--- config.mk ---
export PLATFORM = sky130hd
export DESIGN_NAME = dma_tx_chain
export DESIGN_NICKNAME = d
export VERILOG_FILES = /design/src/rtl/dtx_pkg.sv /design/src/rtl/dtx_byte_lane.sv /design/src/rtl/dtx_burst_ctr.sv /design/src/rtl/dma_tx_chain.sv
export SDC_FILE = /design/constraint.sdc
export NUM_CORES = 1
export LEC_CHECK = 0
export BUFFER_PORTS_ARGS = -buffer_cell sky130_fd_sc_hd__buf_2
export CAP_MARGIN = 20
export CORE_MARGIN = 3
export CORE_UTILIZATION = 60
export DETAILED_ROUTE_END_ITERATION = 10
export HOLD_SLACK_MARGIN = 0.15
export PLACE_DENSITY = 0.81
export SETUP_SLACK_MARGIN = 0.15
export SYNTH_ARGS = -nofsm -noshare
export SYNTH_HDL_FRONTEND = slang
export SYNTH_SLANG_ARGS = --single-unit
--- constraint.sdc ---
create_clock -name clk -period 3.4 [get_ports clk]
set_input_delay 0.51 -clock clk [delete_from_list [all_inputs] [get_ports clk]]
set_output_delay 0.51 -clock clk [all_outputs]
set_load 0.01 [all_outputs]
--- src/rtl/dtx_pkg.sv ---
package dtx_pkg;
    typedef enum logic [3:0] {
        S_IDLE, S_LOAD, S_BURST, S_FETCH, S_SEND,
        S_FINISH, S_CTX_RD, S_CTX_WR, S_STORE
    } dtx_state_e;

    localparam int FL_EOL  = 0;   // end of list
    localparam int FL_OEOP = 3;   // mark last byte of buffer
    localparam int FL_INTR = 4;   // data interrupt on completion
    localparam int CTX_DIS = 15;  // disable bit in context flag word
endpackage

--- src/rtl/dtx_byte_lane.sv ---
module dtx_byte_lane #(
    parameter int NBYTES = 4
) (
    input  logic [8*NBYTES-1:0]        word,
    input  logic [$clog2(NBYTES)-1:0]  lane,
    output logic [7:0]                 byte_o
);
    logic [7:0] lanes [NBYTES];

    for (genvar g = 0; g < NBYTES; g++) begin : g_lane
        assign lanes[g] = word[8*g +: 8];
    end

    assign byte_o = lanes[lane];
endmodule

--- src/rtl/dtx_burst_ctr.sv ---
module dtx_burst_ctr #(
    parameter int MAX_BURST = 2048
) (
    input  logic clk,
    input  logic rst_n,
    input  logic clr,
    input  logic inc,
    output logic at_lim
);
    localparam int CW = $clog2(MAX_BURST) + 1;

    logic [CW-1:0] cnt;

    always_ff @(posedge clk or negedge rst_n) begin
        if (!rst_n)   cnt <= '0;
        else if (clr) cnt <= '0;
        else if (inc) cnt <= cnt + 1'b1;
    end

    assign at_lim = (cnt == CW'(MAX_BURST - 1));
endmodule

--- src/rtl/dma_tx_chain.sv ---
module dma_tx_chain
    import dtx_pkg::*;
#(
    parameter int AW        = 32,
    parameter int MAX_BURST = 2048
) (
    input  logic          clk,
    input  logic          rst_n,
    input  logic          start,
    input  logic [AW-1:0] desc_addr,
    input  logic [AW-1:0] ctx_addr,
    output logic          busy,
    output logic          eol_seen,
    output logic          irq_data,
    output logic          mem_req,
    output logic          mem_we,
    output logic [AW-1:0] mem_addr,
    output logic [31:0]   mem_wdata,
    input  logic          mem_ack,
    input  logic [31:0]   mem_rdata,
    output logic          tx_valid,
    output logic [7:0]    tx_data,
    output logic          tx_last,
    input  logic          tx_ready
);
    localparam int NBYTES = 4;
    localparam int LW     = $clog2(NBYTES);
    localparam logic [AW-1:0] CTX_FLAG_OFS = AW'(4);

    dtx_state_e state_q, state_d;

    logic [1:0]    widx;
    logic [AW-1:0] cur_addr, ctx_q, pos;
    logic [31:0]   d_next, d_buf, d_flags, d_end, word_q, ctx_word;
    logic          eol_q;
    logic          at_lim, last_byte;
    logic [AW-1:0] slot_addr;
    logic [31:0]   slot_data;

    assign last_byte = (pos + 1'b1) == d_end[AW-1:0];
    assign slot_addr = cur_addr + AW'({widx, 2'b00});

    always_comb begin
        unique case (widx)
            2'd0: slot_data = d_next;
            2'd1: slot_data = d_buf;
            2'd2: slot_data = d_flags;
            default: slot_data = d_end;
        endcase
    end

    dtx_byte_lane #(.NBYTES(NBYTES)) u_lane (
        .word(word_q), .lane(pos[LW-1:0]), .byte_o(tx_data)
    );

    dtx_burst_ctr #(.MAX_BURST(MAX_BURST)) u_bctr (
        .clk(clk), .rst_n(rst_n),
        .clr(state_q == S_BURST),
        .inc(state_q == S_SEND && tx_ready),
        .at_lim(at_lim)
    );

    // state register
    always_ff @(posedge clk or negedge rst_n) begin
        if (!rst_n) state_q <= S_IDLE;
        else        state_q <= state_d;
    end

    // next state
    always_comb begin
        state_d = state_q;
        unique case (state_q)
            S_IDLE:   if (start) state_d = S_LOAD;
            S_LOAD:   if (mem_ack && widx == 2'd3) state_d = S_BURST;
            S_BURST:  state_d = (pos == d_end[AW-1:0]) ? S_FINISH : S_FETCH;
            S_FETCH:  if (mem_ack) state_d = S_SEND;
            S_SEND:
                if (tx_ready) begin
                    if (last_byte)                  state_d = S_FINISH;
                    else if (at_lim)                state_d = S_BURST;
                    else if (&pos[LW-1:0])          state_d = S_FETCH;
                end
            S_FINISH: state_d = d_flags[FL_EOL] ? S_CTX_RD : S_STORE;
            S_CTX_RD: if (mem_ack) state_d = S_CTX_WR;
            S_CTX_WR: if (mem_ack) state_d = S_STORE;
            S_STORE:
                if (mem_ack && widx == 2'd3)
                    state_d = eol_q ? S_IDLE : S_LOAD;
            default:  state_d = S_IDLE;
        endcase
    end

    // outputs
    always_comb begin
        mem_req   = 1'b0;
        mem_we    = 1'b0;
        mem_addr  = '0;
        mem_wdata = '0;
        tx_valid  = 1'b0;
        tx_last   = 1'b0;
        irq_data  = 1'b0;
        unique case (state_q)
            S_LOAD: begin
                mem_req  = 1'b1;
                mem_addr = slot_addr;
            end
            S_FETCH: begin
                mem_req  = 1'b1;
                mem_addr = {pos[AW-1:LW], {LW{1'b0}}};
            end
            S_SEND: begin
                tx_valid = 1'b1;
                tx_last  = d_flags[FL_OEOP] && last_byte;
            end
            S_FINISH: irq_data = d_flags[FL_INTR];
            S_CTX_RD: begin
                mem_req  = 1'b1;
                mem_addr = ctx_q + CTX_FLAG_OFS;
            end
            S_CTX_WR: begin
                mem_req   = 1'b1;
                mem_we    = 1'b1;
                mem_addr  = ctx_q + CTX_FLAG_OFS;
                mem_wdata = ctx_word;
            end
            S_STORE: begin
                mem_req   = 1'b1;
                mem_we    = 1'b1;
                mem_addr  = slot_addr;
                mem_wdata = slot_data;
            end
            default: ;
        endcase
    end

    assign busy     = (state_q != S_IDLE);
    assign eol_seen = eol_q;

    // datapath registers
    always_ff @(posedge clk or negedge rst_n) begin
        if (!rst_n) begin
            widx     <= '0;
            cur_addr <= '0;
            ctx_q    <= '0;
            pos      <= '0;
            d_next   <= '0;
            d_buf    <= '0;
            d_flags  <= '0;
            d_end    <= '0;
            word_q   <= '0;
            ctx_word <= '0;
            eol_q    <= 1'b0;
        end else begin
            unique case (state_q)
                S_IDLE:
                    if (start) begin
                        cur_addr <= desc_addr;
                        ctx_q    <= ctx_addr;
                        eol_q    <= 1'b0;
                        widx     <= '0;
                    end
                S_LOAD:
                    if (mem_ack) begin
                        unique case (widx)
                            2'd0: d_next  <= mem_rdata;
                            2'd1: d_buf   <= mem_rdata;
                            2'd2: d_flags <= mem_rdata;
                            default: begin
                                d_end <= mem_rdata;
                                pos   <= d_buf[AW-1:0];
                            end
                        endcase
                        widx <= widx + 1'b1;
                    end
                S_FETCH:  if (mem_ack) word_q <= mem_rdata;
                S_SEND:   if (tx_ready) pos <= pos + 1'b1;
                S_FINISH: begin
                    widx <= '0;
                    if (d_flags[FL_EOL]) eol_q <= 1'b1;
                end
                S_CTX_RD:
                    if (mem_ack) ctx_word <= mem_rdata | (32'd1 << CTX_DIS);
                S_STORE:
                    if (mem_ack) begin
                        widx <= widx + 1'b1;
                        if (widx == 2'd3 && !eol_q) cur_addr <= d_next[AW-1:0];
                    end
                default: ;
            endcase
        end
    end
endmodule

==> metrics.cfg <==
[status]
status=finished with violations
violations=setup timing

[setup_path]
cp_top_family=simple AND/OR/NAND/NOR gates
path_max_fanout=3
max_stage_delay_ps=580
crit_cells=9
reg2reg_depth=10
crit_chain=nand4_2, or4_4, or4_4, xnor2_2, o2111ai_2, nor4_4, nand4_1, nor2_1, buf_2
end_kind=output pin
rrSetupSlack_ps=340
worstPathArrival_ps=3260
cp-start-kind=flip-flop
cp.required_ps=2890
critPathKind=flip-flop to output pin
critPathBufInv=1
cpMostUsedCell=or4_4
worst_path_max_delay_cell=or4_4

[min_path]
hold_path.class=input pin to flip-flop
hold_depth=2

[logic_synthesis]
yosysMostFrequentCell=dfrtp_1
avgSynthCellArea_um2=10.5
syn_area_um2=16800
syn_nets=1707
synth_area_leader_cell=dfrtp_1
async_flop_share=1.00
yosysTopAreaCellShare=0.458
synthCells=1595
synth_commonest_cells=dfrtp_1 (307), mux2_2 (223), nand2_1 (131), nor2_1 (94), a21oi_1 (93)
synth-seq-area-share=0.458
synth_cell_types=67
synth_area_leaders=dfrtp_1 (46%), mux2_2 (15%), xor2_1 (3.3%)
synth-main-ff-cell=dfrtp_1
yosysWarningCount=0
synth_seq_cells=307
synth_edf_count=0

[timing]
setup_viol=1
fmax_ghz=0.265
fin_tns_setup_ps=-368
final.setup_skew_ps=19.8
relSlewSlack=0.494
grt_setup_unrepaired=true
worstMarginPinSlew_ps=759
finalCriticalPeriod_ps=3770
finalWorstSetupSlack_ps=-368
finalCritPeriodShare=1.11
maxSlewViolCount=0
hold_viol_final=0

[route]
dr.pass1.iters=8
remaining_drc_errors=0
wl_per_cell_um=25.9
first_iter_violations=2007
route.vias.total=14800
via_per_inst=6.65
wl_um=57500
postRouteAntennaNets=0

[power]
switchingPower_mw=8.57
ir_drop_uv=666
p_int_mw=12.0
p_leak_nw=9.00
power.share.combinational=0.454
p_clk_frac=0.187
p_per_area_nw_per_um2=1010
p_sw_frac=0.417
p_seq_frac=0.359

[cts]
cts_max_path_buffers=3
clock_latency_ps=520
cts_tree=done
cts_root_buffer=clkbuf_16
clock_sinks=307
numCtsBuffers=34
path_clk_slew_ps=60
htreeDepth=2

[place]
io_buffers=179
routabilityCongestion=1.01
dp_hpwl_um=39400
placed_cell_area_um2=18500

[floorplan]
die_area_um2=30000
fp.dieW_um=173
die_h_um=173
rows=60
start_util=0.617
io_pins=180
coreArea_um2=27200

[layout]
nFillCells=1892
areaGrowthSynthToFinish_pct=21.5
n_antenna_cell=0
final_nets=1940
stdcell_area_um2=20400
drive_gt1_frac=0.374

[grt]
grt_pass1_vias=14400
grt_antenna_before_repair=1
grt_usage=0.366
grt_max_degree=94
grt_pass1_wl_um=85700
gr-total-overflow=0

[flow_run]
maxCapViolCount=0

timing repair:
action / 4_1_cts / 5_1_grt
gates resized for setup: 57 / 55
buffers inserted: 24 / 9
hold buffers: 1 / 0
cloned: 0 / 1
endpoints found under the setup margin: 16 / 56
pin swaps: 34 / 32
hold endpoints to repair: 87 / 0
cell usage in the layout, fill, tap and decap left out, types with 24 or more instances in the layout:
cell type / n
a21oi_1: 92
a222oi_1: 33
a22o_1: 34
buf_2: 178
buf_4: 120
clkbuf_16: 35
dfrtp_1: 299
inv_1: 24
mux2_2: 223
mux2i_1: 33
nand2_1: 125
nand3_1: 45
nand4_1: 35
nor2_1: 86
nor3_1: 25
o21ai_0: 70
xnor2_1: 41
xor2_1: 61
power groups by stage:
stage	combinational [mW]	sequential [mW]	clock, mW
4_1_cts	8.86	7.23	3.87
2_1_floorplan	5.96	6.42	0
5_1_grt	9.93	7.53	4.04
3_5_place_dp	8.45	7.27	0
3_3_place_gp	8.32	7.15	0
6_report	9.32	7.37	3.85
registers in the layout, summed over array words and instances (netlist names):
signal	count
pos	32
ctx_q	32
eol_seen	1
ctx_word	32
d_flags	32
cur_addr	32
word_q	32
d_end	32
state_q	4
u_bctr.cnt	12
d_buf	32
widx	2
d_next	32
path summary, 6_finish.rpt:
check | end | from
max in group asynchronous | pos[8] | rst_n
min reg2reg | ctx_word[15] | ctx_word[15]
min | ctx_q[13] | ctx_addr[13]
min in group asynchronous | ctx_q[27] | rst_n
max | tx_last | pos[15]
max reg2reg | state_q[0] | pos[15]
cell families (layout without fill, tap and decap cells):
kind of cell | after synthesis | in the layout | synth area share
and+or+nand+nor | 425 | 426 | 0.124
AOI/OAI and AO/OA | 332 | 332 | 0.130
DFF | 307 | 307 | 0.458
muxes | 266 | 266 | 0.182
buffers and inverters | 143 | 399 | 0.0386
xor gates and xnor gates | 111 | 111 | 0.0580
adders and majority gates | 11 | 11 | 0.00866
layout make-up:
type | count | area (µm²) | area share
inverters | 25 | 93.8 | 0.00461
well taps | 372 | 465 | 0.0229
repair buffers | 314 | 2070 | 0.102
clock inverters | 12 | 190 | 0.00935
flip-flops and latches | 307 | 7690 | 0.378
multi-input cells | 1146 | 8870 | 0.436
clock buffers | 48 | 975 | 0.0479
per-stage QoR:
stage / util / setup WS (ps) / cells / power (mW) / hold slack (ps)
floorplan: - / 282 / 1595 / 12.4 / 214
finish: 0.749 / -368 / 2224 / 20.5 / 225
CTS: 0.738 / -371 / 2214 / 20.0 / 218
global placement: 0.680 / 39.6 / 2129 / 15.5 / 452
detailed placement: 0.680 / 1.59 / 2129 / 15.7 / 460
global route: 0.749 / -510 / 2224 / 21.5 / 219
metal layers:
metal,part of all wire,vias to the layer above,GRT usage
li1,-,6323,-
met1,0.41,7373,0.530
met2,0.45,941,0.566
met3,0.10,142,0.0659
met4,0.037,2,0.116
met5,0.00019,-,0
No activity file was read; power rests on OpenSTA's default activity.
